## src/rtl/pcm_port_pkg.sv

```systemverilog
// Shared widths and the port mode encoding for the serial PCM port.
package pcm_port_pkg;
    localparam int SAMPLE_W = 13;                 // linear PCM sample
    localparam int WORD_W   = 16;                 // longest serial word
    localparam int ATTEN_W  = WORD_W - SAMPLE_W;  // gain-control field / sign pad
    localparam int CNT_W    = $clog2(WORD_W + 1);

    // Encoding is visible on port_mode and is part of the interface.
    typedef enum logic [1:0] {
        PORT_ASYNC   = 2'd0,
        PORT_SIGNEXT = 2'd1,
        PORT_GAINADJ = 2'd2
    } port_mode_e;
endpackage

```

## src/rtl/pcm_input_sync.sv

```systemverilog
// Multi-stage synchronizer for a vector of slow asynchronous inputs.
// Assumes each input holds for many system clocks between changes, so
// all lines see the same latency of STAGES cycles.
module pcm_input_sync #(
    parameter int WIDTH  = 5,
    parameter int STAGES = 2
) (
    input  logic             clk,
    input  logic             rst_n,
    input  logic [WIDTH-1:0] d,
    output logic [WIDTH-1:0] q
);
    logic [WIDTH-1:0] stage [STAGES];

    // Shift the raw inputs through the synchronizer chain.
    always_ff @(posedge clk) begin
        if (!rst_n) begin
            for (int i = 0; i < STAGES; i++) stage[i] <= '0;
        end else begin
            stage[0] <= d;
            for (int i = 1; i < STAGES; i++) stage[i] <= stage[i-1];
        end
    end

    assign q = stage[STAGES-1];
endmodule

```

## src/rtl/pcm_frame_timing.sv

```systemverilog
// Frame start detector for one direction. It measures the sync pulse width
// in bit clocks (sampled on bit-clock rises). A width of one gives a short
// frame start on the following bit-clock rise. A longer width sets long
// timing for later frames, which start on the sync rising edge.
// Assumes the sync changes together with a bit-clock rising edge.
module pcm_frame_timing #(
    parameter int WCNT_W = 3
) (
    input  logic clk,
    input  logic rst_n,
    input  logic bit_rise,
    input  logic fs_level,
    input  logic fs_rise,
    output logic start,
    output logic long_mode
);
    localparam logic [WCNT_W-1:0] WMAX = '1;

    logic [WCNT_W-1:0] wcnt;
    logic              fs_prev;

    // Measure sync width and latch the timing style at the sync end.
    always_ff @(posedge clk) begin
        if (!rst_n) begin
            wcnt      <= '0;
            fs_prev   <= 1'b0;
            long_mode <= 1'b0;
        end else if (bit_rise) begin
            fs_prev <= fs_level;
            if (fs_level) begin
                if (wcnt != WMAX) wcnt <= wcnt + 1'b1;
            end else if (fs_prev) begin
                long_mode <= (wcnt > WCNT_W'(1));
                wcnt      <= '0;
            end
        end
    end

    // Short start is immediate on a one-bit pulse; long start uses history.
    assign start = (bit_rise && fs_prev && !fs_level && wcnt == WCNT_W'(1))
                 || (fs_rise && long_mode);


    long_upd_chk: assert property (@(posedge clk) disable iff (!rst_n)
        !bit_rise |=> $stable(long_mode));
endmodule

```

## src/rtl/pcm_tx_shifter.sv

```systemverilog
// Transmit shifter. It loads the sample at frame start (sign-extended to
// 16 bits in sign-extended mode, else left-justified) and moves one bit per
// bit-clock rise, MSB first. The output enable covers only the data bits.
module pcm_tx_shifter
    import pcm_port_pkg::*;
(
    input  logic                clk,
    input  logic                rst_n,
    input  logic                bit_rise,
    input  logic                start,
    input  port_mode_e          mode,
    input  logic [SAMPLE_W-1:0] sample,
    output logic                dout,
    output logic                oe
);
    logic [WORD_W-1:0] sh;
    logic [CNT_W-1:0]  cnt;
    logic [CNT_W-1:0]  last;
    logic              active;
    port_mode_e        mode_q;

    // Bit count of the current word depends on the captured mode.
    always_comb last = (mode_q == PORT_SIGNEXT) ? CNT_W'(WORD_W - 1) : CNT_W'(SAMPLE_W - 1);

    // Load on frame start, then shift until the last bit has been held.
    always_ff @(posedge clk) begin
        if (!rst_n) begin
            sh     <= '0;
            cnt    <= '0;
            active <= 1'b0;
            mode_q <= PORT_ASYNC;
        end else if (start) begin
            active <= 1'b1;
            cnt    <= '0;
            mode_q <= mode;
            sh     <= (mode == PORT_SIGNEXT) ? {{ATTEN_W{sample[SAMPLE_W-1]}}, sample}
                                             : {sample, {ATTEN_W{1'b0}}};
        end else if (bit_rise && active) begin
            if (cnt == last) begin
                active <= 1'b0;
            end else begin
                sh  <= sh << 1;
                cnt <= cnt + 1'b1;
            end
        end
    end

    assign oe   = active;
    assign dout = active & sh[WORD_W-1];


    oe_start_chk: assert property (@(posedge clk) disable iff (!rst_n)
        $rose(active) |-> $past(start));

    oe_end_chk: assert property (@(posedge clk) disable iff (!rst_n)
        $fell(active) |-> $past(bit_rise));
endmodule

```

## src/rtl/pcm_rx_shifter.sv

```systemverilog
// Receive shifter. After frame start it takes one bit per bit-clock fall,
// MSB first: 13 bits in asynchronous mode, 16 otherwise. It then splits the
// word by mode and strobes it out for one cycle.
module pcm_rx_shifter
    import pcm_port_pkg::*;
(
    input  logic                clk,
    input  logic                rst_n,
    input  logic                bit_fall,
    input  logic                start,
    input  port_mode_e          mode,
    input  logic                din,
    output logic [SAMPLE_W-1:0] sample,
    output logic [ATTEN_W-1:0]  atten,
    output logic                valid
);
    logic [WORD_W-1:0] sh;
    logic [WORD_W-1:0] nxt;
    logic [CNT_W-1:0]  cnt;
    logic [CNT_W-1:0]  last;
    logic              active;
    port_mode_e        mode_q;

    // Word after the current bit and the bit count of this frame.
    always_comb begin
        nxt  = {sh[WORD_W-2:0], din};
        last = (mode_q == PORT_ASYNC) ? CNT_W'(SAMPLE_W - 1) : CNT_W'(WORD_W - 1);
    end

    // Collect bits and publish the split word at the last one.
    always_ff @(posedge clk) begin
        if (!rst_n) begin
            sh     <= '0;
            cnt    <= '0;
            active <= 1'b0;
            mode_q <= PORT_ASYNC;
            sample <= '0;
            atten  <= '0;
            valid  <= 1'b0;
        end else begin
            valid <= 1'b0;
            if (start) begin
                active <= 1'b1;
                cnt    <= '0;
                mode_q <= mode;
            end else if (bit_fall && active) begin
                sh  <= nxt;
                cnt <= cnt + 1'b1;
                if (cnt == last) begin
                    active <= 1'b0;
                    valid  <= 1'b1;
                    sample <= (mode_q == PORT_GAINADJ) ? nxt[WORD_W-1 -: SAMPLE_W] : nxt[SAMPLE_W-1:0];
                    atten  <= (mode_q == PORT_GAINADJ) ? nxt[ATTEN_W-1:0] : '0;
                end
            end
        end
    end


    valid_pulse_chk: assert property (@(posedge clk) disable iff (!rst_n)
        valid |=> !valid);
endmodule

```

## src/rtl/pcm_mode_strap.sv

```systemverilog
// Idle detector on the receive bit clock. It counts receive frame syncs
// with no bit-clock edge. At IDLE_FRAMES the clock is idle, and its resting
// level picks the synchronous mode. Any edge clears the count.
module pcm_mode_strap
    import pcm_port_pkg::*;
#(
    parameter int IDLE_FRAMES = 4
) (
    input  logic       clk,
    input  logic       rst_n,
    input  logic       bclk_edge,
    input  logic       bclk_level,
    input  logic       fs_rise,
    output logic       idle,
    output port_mode_e mode
);
    localparam int CW = $clog2(IDLE_FRAMES + 1);
    localparam logic [CW-1:0] QMAX = CW'(IDLE_FRAMES);

    logic [CW-1:0] quiet;

    // Count quiet frames, saturating at the idle threshold.
    always_ff @(posedge clk) begin
        if (!rst_n)                          quiet <= '0;
        else if (bclk_edge)                  quiet <= '0;
        else if (fs_rise && quiet != QMAX)   quiet <= quiet + 1'b1;
    end

    // Decode the idle flag and strap level into the port mode.
    always_comb begin
        idle = (quiet == QMAX);
        if (!idle)           mode = PORT_ASYNC;
        else if (bclk_level) mode = PORT_GAINADJ;
        else                 mode = PORT_SIGNEXT;
    end


    edge_wakes_chk: assert property (@(posedge clk) disable iff (!rst_n)
        bclk_edge |=> !idle);

    idle_on_sync_chk: assert property (@(posedge clk) disable iff (!rst_n)
        $rose(idle) |-> $past(fs_rise));
endmodule

```

## src/rtl/pcm_voice_port.sv

```systemverilog
// Top level of the serial PCM port. It synchronizes the pad inputs, finds
// bit-clock and sync edges, and selects the receive bit clock from the
// strap state. It drives one transmit and one receive datapath, each with
// its own frame timing. Assumes bit clocks are slow against clk (at least
// a few system clocks per half period).
module pcm_voice_port
    import pcm_port_pkg::*;
#(
    parameter int IDLE_FRAMES = 4,
    parameter int SYNC_STAGES = 2,
    parameter int WCNT_W      = 3
) (
    input  logic                clk,
    input  logic                rst_n,
    input  logic                tx_bclk,
    input  logic                tx_fsync,
    input  logic [SAMPLE_W-1:0] tx_sample,
    output logic                tx_dout,
    output logic                tx_oe,
    input  logic                rx_bclk,
    input  logic                rx_fsync,
    input  logic                rx_din,
    output logic [SAMPLE_W-1:0] rx_sample,
    output logic [ATTEN_W-1:0]  rx_atten,
    output logic                rx_valid,
    output logic [1:0]          port_mode
);
    localparam int NLINES = 5;   // tx_bclk, tx_fsync, rx_bclk, rx_fsync, rx_din
    localparam int NEDGE  = 4;   // lines that need edge detection

    logic [NLINES-1:0] lines;
    logic [NEDGE-1:0]  prev;
    logic tx_br, tx_bf, tx_fr, rxb_edge, rxb_rise, rxb_fall, rx_fr;
    logic rx_br, rx_bf, idle, tx_start, rx_start, tx_long, rx_long;
    port_mode_e mode;

    pcm_input_sync #(.WIDTH(NLINES), .STAGES(SYNC_STAGES)) u_sync (
        .clk(clk), .rst_n(rst_n),
        .d({rx_din, rx_fsync, rx_bclk, tx_fsync, tx_bclk}), .q(lines));

    // Hold the previous synchronized level of the clock and sync lines.
    always_ff @(posedge clk) begin
        if (!rst_n) prev <= '0;
        else        prev <= lines[NEDGE-1:0];
    end

    // Edge events and the receive clock choice.
    always_comb begin
        tx_br    =  lines[0] & ~prev[0];
        tx_bf    = ~lines[0] &  prev[0];
        tx_fr    =  lines[1] & ~prev[1];
        rxb_rise =  lines[2] & ~prev[2];
        rxb_fall = ~lines[2] &  prev[2];
        rxb_edge =  lines[2] ^  prev[2];
        rx_fr    =  lines[3] & ~prev[3];
        rx_br    = idle ? tx_br : rxb_rise;
        rx_bf    = idle ? tx_bf : rxb_fall;
    end

    pcm_mode_strap #(.IDLE_FRAMES(IDLE_FRAMES)) u_strap (
        .clk(clk), .rst_n(rst_n), .bclk_edge(rxb_edge), .bclk_level(lines[2]),
        .fs_rise(rx_fr), .idle(idle), .mode(mode));

    pcm_frame_timing #(.WCNT_W(WCNT_W)) u_tx_frame (
        .clk(clk), .rst_n(rst_n), .bit_rise(tx_br), .fs_level(lines[1]),
        .fs_rise(tx_fr), .start(tx_start), .long_mode(tx_long));

    pcm_frame_timing #(.WCNT_W(WCNT_W)) u_rx_frame (
        .clk(clk), .rst_n(rst_n), .bit_rise(rx_br), .fs_level(lines[3]),
        .fs_rise(rx_fr), .start(rx_start), .long_mode(rx_long));

    pcm_tx_shifter u_tx (
        .clk(clk), .rst_n(rst_n), .bit_rise(tx_br), .start(tx_start),
        .mode(mode), .sample(tx_sample), .dout(tx_dout), .oe(tx_oe));

    pcm_rx_shifter u_rx (
        .clk(clk), .rst_n(rst_n), .bit_fall(rx_bf), .start(rx_start),
        .mode(mode), .din(lines[4]), .sample(rx_sample), .atten(rx_atten),
        .valid(rx_valid));

    assign port_mode = mode;


    tx_long_frame_chk: assert property (@(posedge clk) disable iff (!rst_n)
        (tx_fr && !tx_long) |-> !tx_start);

    rx_long_frame_chk: assert property (@(posedge clk) disable iff (!rst_n)
        (rx_fr && !rx_long && !rx_br) |-> !rx_start);
endmodule

```

## config.mk

```make
export PLATFORM = sky130hd
export DESIGN_NAME = pcm_voice_port
export DESIGN_NICKNAME = d
export VERILOG_FILES = /design/src/rtl/pcm_port_pkg.sv /design/src/rtl/pcm_input_sync.sv /design/src/rtl/pcm_frame_timing.sv /design/src/rtl/pcm_tx_shifter.sv /design/src/rtl/pcm_rx_shifter.sv /design/src/rtl/pcm_mode_strap.sv /design/src/rtl/pcm_voice_port.sv
export SDC_FILE = /design/constraint.sdc
export NUM_CORES = 1
export LEC_CHECK = 0
export BUFFER_PORTS_ARGS = -buffer_cell sky130_fd_sc_hd__buf_2
export CORE_ASPECT_RATIO = 1.25
export CORE_MARGIN = 1.5
export CORE_UTILIZATION = 47
export DETAILED_ROUTE_END_ITERATION = 10
export PLACE_DENSITY = 0.72
export SLEW_MARGIN = 20
export SYNTH_ARGS = -nofsm -noshare
export SYNTH_HDL_FRONTEND = slang
export SYNTH_SLANG_ARGS = --single-unit
```

## constraint.sdc

```tcl
create_clock -name clk -period 2.4 [get_ports clk]
set_input_delay 0.12 -clock clk [delete_from_list [all_inputs] [get_ports clk]]
set_output_delay 0.12 -clock clk [all_outputs]
set_load 0.05 [all_outputs]
```

==> results.md, run 1 <==
* DIE HEIGHT at 107 um
* Core area at 8290 um2
* I/O Pins at 41
* Dpl ws at about 0.34 ns
* Worst r2r path cells at 8
* Syn_nets at 467
* Die Footprint at 9160 um2
* Largest net degree at the start of global routing at about 50
* Crit path max fanout at 15
* CTS Buf Count at 9
* DIE WIDTH at between 80 and 90 um
* Distinct cells, synth at 51
* Synthesized area at 4040 um2
* Number of global-route vias before repair at 3055
* DP HPWL at between 5 and 6 mm
* Initial antenna violation count at 0
* Clock skew at 0.0121 ns
* Number of synthesized flops with an enable pin at 0
* Sequential share of power at about 55%
* GRT Total Usage at 18.0%
* Drt pass-1 iters at 4
* R2R setup slack at 0.34 ns
* Antenna cells at 0
* PortBufs at 40
* Relative slew slack at 39.2%
* Fin Setup TNS at 0 ns
* Slack of the critical path at 0.343 ns
* Critical path class: reg -> reg
* WL per Instance at 13.5 um
* Crit. Startpoint: u_strap.quiet[0]$_SDFFE_PP0P_
* DRT iter0 DRCs at 134
* Layout cell share with drive strength beyond 1 at 17.4%
* DRC at 0
* Worst Tran Pin Value at ~0.9 ns
* Synthesized flop and latch total at 91
* Status: finished, final reports clean
* Clock transition at path regs at 0.09 ns
* Tcrit/Tclk final at 85.7%
* Nets at 505
* RSZ-0062 raised after global routing: no
* Reg2Reg Capture Point: u_rx.sh[8]$_SDFFE_PN0P_
* Placer Congestion at 0.817
* Buf/Inv on CP at 2
* Stages on worst setup path at 8
* Final Max Slew Viols at 0
* Cell Rows at 37
* Area growth syn-to-layout at 13.4%
* Worst Hold Class: in -> reg
* Critical Path, Cell by Cell: inv_1 -> ha_1 -> a21boi_0 -> o2111ai_2 -> nand3_2 -> buf_4 -> mux2i_1 -> nor2_1
* Syn avg cell area at a little over 9 um2
* Worst Setup EP: u_rx.sh[8]$_SDFFE_PN0P_
* Sw Share at approximately 22%
* Worst Path Arrival at around 2.3 ns
* Endpoints failing setup at 0
* Worst setup SP type: flip-flop
* Seq/Total Area, Yosys at a little under half
* Hold Fails Final Rpt at 0
* # H-tree levels at 3
* Asr flop ratio synth at 0%
* R2r startpoint: u_strap.quiet[0]$_SDFFE_PP0P_
* VDD IR-drop max at 0.417 mV
* CTS Root Cell: clkbuf_8
* Drt total wl at 7.76 mm
* Global-route wire length before repair at 13.5 mm
* Synth Flop Type: dfxtp_1
* Leak at 1.94 nW
* Delay-heaviest family, CP: compound AO/OA/AOI/OAI gates
* Vias/cell at 5.67
* Crit. End Element: flip-flop
* CP max-delay cell: a21boi_0
* Total gr overflow at 0
* Commonest non-fill, non-tap cell in the layout: dfxtp_1
* Initial Util at slightly below 50%
* Combinational fraction of design power at 3.4%
* Filler cell count in the final layout at 748
* Layout Cells excl Fill at between 500 and 600
* Detail Route Antenna Nets at 0
* Max_cap viols at 0
* Clk sinks at 91
* CP required at 2.63 ns
* FMAX at 486 MHz
* Clk pwr share at 41.3%
* Tmin final at 2.06 ns
* Vias at 3262
* P per Cell Area at between 600 and 700 nW/um2
* Post-Synthesis Cells at 435
* Most frequent cells in the layout: 91 x dfxtp_1, 43 x nor2_1, 42 x nand2_1, 42 x mux2i_1, 40 x buf_2
* Max incr delay on CP at around 0.36 ns
* Clk Latency, worst-skew pair at 0.36 ns
* Post-CTS Setup Bufs at 0
* Hold wc startpoint: tx_sample[0]
* Inst Count DP at around 550
* Psw at 0.612 mW
* TritonCTS clock tree: built
* Warnings, synthesis at 0
* Pint at about 2.1 mW
* Clock Tree Buf Depth at 2
[metrics by stage]
| step | util, % | power [mW] | area [um2] | hold slack [ns] |
|---|---|---|---|---|
| after floorplan | - | 1.62 | 4040 | 0.247 |
| after global placement | 52.0 | 1.65 | 4310 | 0.326 |
| after detailed placement | 52.0 | 1.65 | 4310 | 0.334 |
| after CTS | 55.3 | 2.79 | 4580 | 0.0272 |
| after global routing | 55.3 | 2.87 | 4580 | 0.0434 |
| final | 55.3 | 2.76 | 4580 | 0.0429 |
[layer usage]
layer | routed length (um) | share of wire, % | track usage, %
met1 | 3590 | 46 | 22.7
met2 | 3740 | 48 | 30.0
met3 | 295 | 3.8 | 4.00
met4 | 123 | 1.6 | 7.03
met5 | 0 | 0 | 0
[sequential cells by signal (all words and copies together) (netlist names), 2 cells and up]
name             cells
u_rx.sample         13
u_rx.sh             15
u_rx.atten           3
u_tx.mode_q          2
u_tx.cnt             5
u_rx_frame.wcnt      3
u_rx.cnt             5
u_tx.sh             16
u_strap.quiet        3
u_tx_frame.wcnt      3
u_sync.stage        10
u_rx.mode_q          2
prev                 4
[power by group through the flow]
| stage | clock network [mW] | registers [mW] | logic [mW] |
|---|---|---|---|
| 6_report | 1.14 | 1.53 | 0.0929 |
| 5_1_grt | 1.24 | 1.53 | 0.104 |
| 4_1_cts | 1.17 | 1.53 | 0.0938 |
| 3_5_place_dp | 0 | 1.56 | 0.0872 |
| 3_3_place_gp | 0 | 1.56 | 0.0853 |
| 2_1_floorplan | 0 | 1.56 | 0.0576 |
[cell usage after synthesis (all sizes together), types with 3 or more instances]
cell,n,area share [%]
nor2b,4,0.62
and2,16,2.5
xor2,5,1.1
inv,9,0.84
a21oi,18,2.2
mux2i,42,10
a22oi,3,0.56
buf,10,1.4
o21ai,17,2.1
nand4,12,2.0
nand2b,4,0.62
nand2,42,3.9
and4b,3,0.74
nand3,26,3.3
clkbuf,17,1.6
dfxtp,91,45
or3,4,0.62
nor2,43,4.0
o221ai,10,2.2
o31ai,15,3.9
o22ai,3,0.46
ha,12,3.7
[final cells by class]
type / instances / area (um2) / area share, %
clock inverter: 7 / 98.8 / 2.16
tap: 97 / 121 / 2.65
clock buffer: 9 / 124 / 2.70
inverter: 9 / 33.8 / 0.738
timing repair buffer: 54 / 318 / 6.94
multi-input combinational: 308 / 2060 / 45.0
sequential: 91 / 1820 / 39.8
[cell families after synthesis]
group | count (synthesis) | synth area share (%)
flops | 91 | 45.1
fa+ha+maj | 12 | 3.72
buf+inv | 36 | 3.81
compound gates | 83 | 15.2
mux | 43 | 10.7
xor+xnor | 7 | 1.52
simple gates | 163 | 19.9
[worst min-delay path, delay by kind of cell]
family / cells / cell delay [ns]
AOI/OAI and AO/OA: 1 / 0.07
and+or+nand+nor: 1 / 0.07
buffers and inverters: 1 / 0.11
[worst min path at each step]
stage | depth (start not counted) | endpoint
floorplan | 1 | u_sync.stage[0][0]$_SDFF_PN0_
global placement | 2 | u_sync.stage[0][4]$_SDFF_PN0_
detailed placement | 2 | u_sync.stage[0][0]$_SDFF_PN0_
CTS | 3 | u_tx.sh[0]$_SDFFE_PN0P_
global route | 3 | u_tx.sh[0]$_SDFFE_PN0P_
finish | 3 | u_tx.sh[0]$_SDFFE_PN0P_
[timing repair]
item / 4_1_cts / 5_1_grt
hold buffers: 5 / 0
endpoints found under the hold margin: 5 / 0
gates resized for setup: 0 / 0
Note: power is estimated with default switching activity, not from simulation.
==> run 2, diff against run 1 <==
--- a/config.mk
+++ b/config.mk
@@ -11,6 +11,7 @@
 export CORE_UTILIZATION = 47
 export DETAILED_ROUTE_END_ITERATION = 10
 export PLACE_DENSITY = 0.72
+export RECOVER_POWER = 50
 export SLEW_MARGIN = 20
 export SYNTH_ARGS = -nofsm -noshare
 export SYNTH_HDL_FRONTEND = slang
==> results.md, run 2 (same netlist as run 1, synthesis figures left out) <==
* P per Cell Area at 606 nW/um2 (+0.54%)
* Largest net degree at the start of global routing at 51 (unchanged)
* Status: finished, final reports clean
* Critical Path, Cell by Cell: inv_1 -> ha_1 -> a21boi_0 -> o2111ai_2 -> nand3_2 -> buf_4 -> mux2i_1 -> nor2_1
* CP required at 2.63 ns (about the same)
* Hold Fails Final Rpt at 0 (unchanged)
* Cell Rows at 37 (unchanged)
* Worst Path Arrival at 2.28 ns (about the same)
* Final core utilization at 54.9% (-0.35 points)
* DP HPWL at 5.50 mm (unchanged)
* Worst Setup EP: u_rx.sh[8]$_SDFFE_PN0P_
* Area growth syn-to-layout at 12.7%
* DRC at 0 (unchanged)
* Vias/cell at 5.69 (+0.25%)
* WL per Instance at 13.4 um (-0.35%)
* Worst r2r path cells at 8 (unchanged)
* Total gr overflow at 0 (unchanged)
* Initial antenna violation count at 0 (unchanged)
* CTS Root Cell: clkbuf_8
* Core area at 8290 um2 (unchanged)
* Crit. End Element: flip-flop
* Drt pass-1 iters at 4 (unchanged)
* I/O Pins at 41 (unchanged)
* CP max-delay cell: a21boi_0
* Placer Congestion at 0.817 (unchanged)
* Relative slew slack at 13.1% (-26 points)
* Endpoints failing setup at 0 (unchanged)
* DIE HEIGHT at 107 um (unchanged)
* Hold Buf Count CTS at 5 (unchanged)
* Crit path max fanout at 15 (unchanged)
* DRT iter0 DRCs at 137 (+2.2%)
* Clock Tree Buf Depth at 2 (unchanged)
* Worst Hold Class: in -> reg
* Layout Cells excl Fill at 575 (unchanged)
* WHS at 0.0438 ns (+0.000939 ns)
* RSZ-0062 raised after global routing: no
* Largest Register: u_tx.sh
* Die Footprint at 9160 um2 (unchanged)
* Inst Count DP at 554 (unchanged)
* Drt total wl at 7.73 mm (-0.35%)
* Tmin final at 2.05 ns (-0.00585 ns)
* PortBufs at 40 (unchanged)
* Tcrit/Tclk final at 85.4% (-0.24 points)
* Clk Latency, worst-skew pair at 0.36 ns (about the same)
* Area of the multi-input gates at 2060 um2 (unchanged)
* Final Max Slew Viols at 0 (unchanged)
* Detail Route Antenna Nets at 0 (unchanged)
* FMAX at 488 MHz (+0.29%)
* Critical path class: reg -> reg
* Fin Setup TNS at 0 ns (unchanged)
* DIE WIDTH at 85.9 um (unchanged)
* Leak at 1.85 nW (-4.8%)
* Clock skew at 0.0119 ns (-0.000258 ns)
* Max_cap viols at 0 (unchanged)
* Initial Util at 48.7% (unchanged)
* Register Area at 1820 um2 (unchanged)
* Post-CTS Setup Bufs at 0 (unchanged)
* Dpl ws at 0.345 ns (unchanged)
* Commonest non-fill, non-tap cell in the layout: dfxtp_1
* Most frequent cells in the layout: 91 x dfxtp_1, 43 x nor2_1, 42 x nand2_1, 42 x mux2i_1, 25 x nand3_1
* Worst setup SP type: flip-flop
* CTS Buf Count at 9 (unchanged)
* Clk sinks at 91 (unchanged)
* Antenna cells at 0 (unchanged)
* Slack of the critical path at 0.349 ns (+0.00585 ns)
* Crit. Startpoint: u_strap.quiet[0]$_SDFFE_PP0P_
* Filler cell count in the final layout at 759 (+1.5%)
* GRT Total Usage at 18.0% (unchanged)
* Number of flip-flops in the largest register at 16 (unchanged)
* R2r startpoint: u_strap.quiet[0]$_SDFFE_PP0P_
* Top Registers: u_tx.sh x16, u_rx.sh x15, u_rx.sample x13
* # H-tree levels at 3 (unchanged)
* Vias at 3270 (+0.25%)
* VDD IR-drop max at 0.419 mV (+0.42%)
* TritonCTS clock tree: built
* Global-route wire length before repair at 13.5 mm (unchanged)
* Max incr delay on CP at 0.36 ns (about the same)
* Worst Tran Pin Value at 1.30 ns (+0.393 ns)
* Number of global-route vias before repair at 3055 (unchanged)
* Layout cell share with drive strength beyond 1 at 13.0% (-4.4 points)
* Reg2Reg Capture Point: u_rx.sh[8]$_SDFFE_PN0P_
* # resized after CTS at 0 (unchanged)
* Nets at 505 (unchanged)
* Clock transition at path regs at 0.09 ns (about the same)
* R2R setup slack at 0.35 ns (about the same)
[run 2: changes by cell type in the layout (fill, tap and decap cells not counted)]
cell	delta
buf_4	-1
and2_1	-2
and2_0	+2
clkbuf_1	+21
clkbuf_2	+1
buf_2	-21
[run 2: cell type report]
| cell class | instances | share of cell area (%) |
|---|---|---|
| clock buffers | 9 | 2.72 |
| clock inverters | 7 | 2.17 |
| inverters | 9 | 0.742 |
| multi-input cells | 308 | 45.3 |
| flip-flops and latches | 91 | 40.0 |
| well taps | 97 | 2.67 |
| repair buffers | 54 | 6.35 |
[run 2: worst max-delay path: cells and delay by family, from the launching register on]
kind	cells	cell delay, ns
AOI/OAI and AO/OA	2	0.59
DFF	1	0.35
buffers and inverters	2	0.33
adders and majority gates	1	0.26
muxes	1	0.24
and+or+nand+nor	2	0.15
[run 2: power breakdown]
part	total (mW)	leakage, nW	switching (mW)	internal, mW
clock network	1.14	0.110	0.544	0.593
logic	0.0921	1.00	0.0585	0.0336
registers	1.53	0.735	0.00811	1.52
[run 2: how the worst min path moves through the flow]
stage                      start                            end  slack [ns]  cells past startpoint
floorplan                tx_bclk  u_sync.stage[0][0]$_SDFF_PN0_        0.25                      1
global placement          rx_din  u_sync.stage[0][4]$_SDFF_PN0_        0.33                      2
detailed placement       tx_bclk  u_sync.stage[0][0]$_SDFF_PN0_        0.33                      2
CTS                 tx_sample[0]        u_tx.sh[0]$_SDFFE_PN0P_        0.03                      3
global route        tx_sample[0]        u_tx.sh[0]$_SDFFE_PN0P_        0.04                      3
finish              tx_sample[0]        u_tx.sh[0]$_SDFFE_PN0P_        0.04                      3
[run 2: through the flow]
step	area [um2]	power, mW
final	4550	2.76
after global routing	4550	2.87
after CTS	4580	2.79
after detailed placement	4310	1.65
after global placement	4310	1.65
after floorplan	4040	1.62
[run 2: per-layer routing]
layer  track usage (%)  part of all wire (%)  vias up
li1                  -                     -     1632
met1              22.7                    46     1550
met2              30.0                    49       75
met3              4.00                   3.8       13
met4              7.03                   1.6        0
met5                 0                     0        -
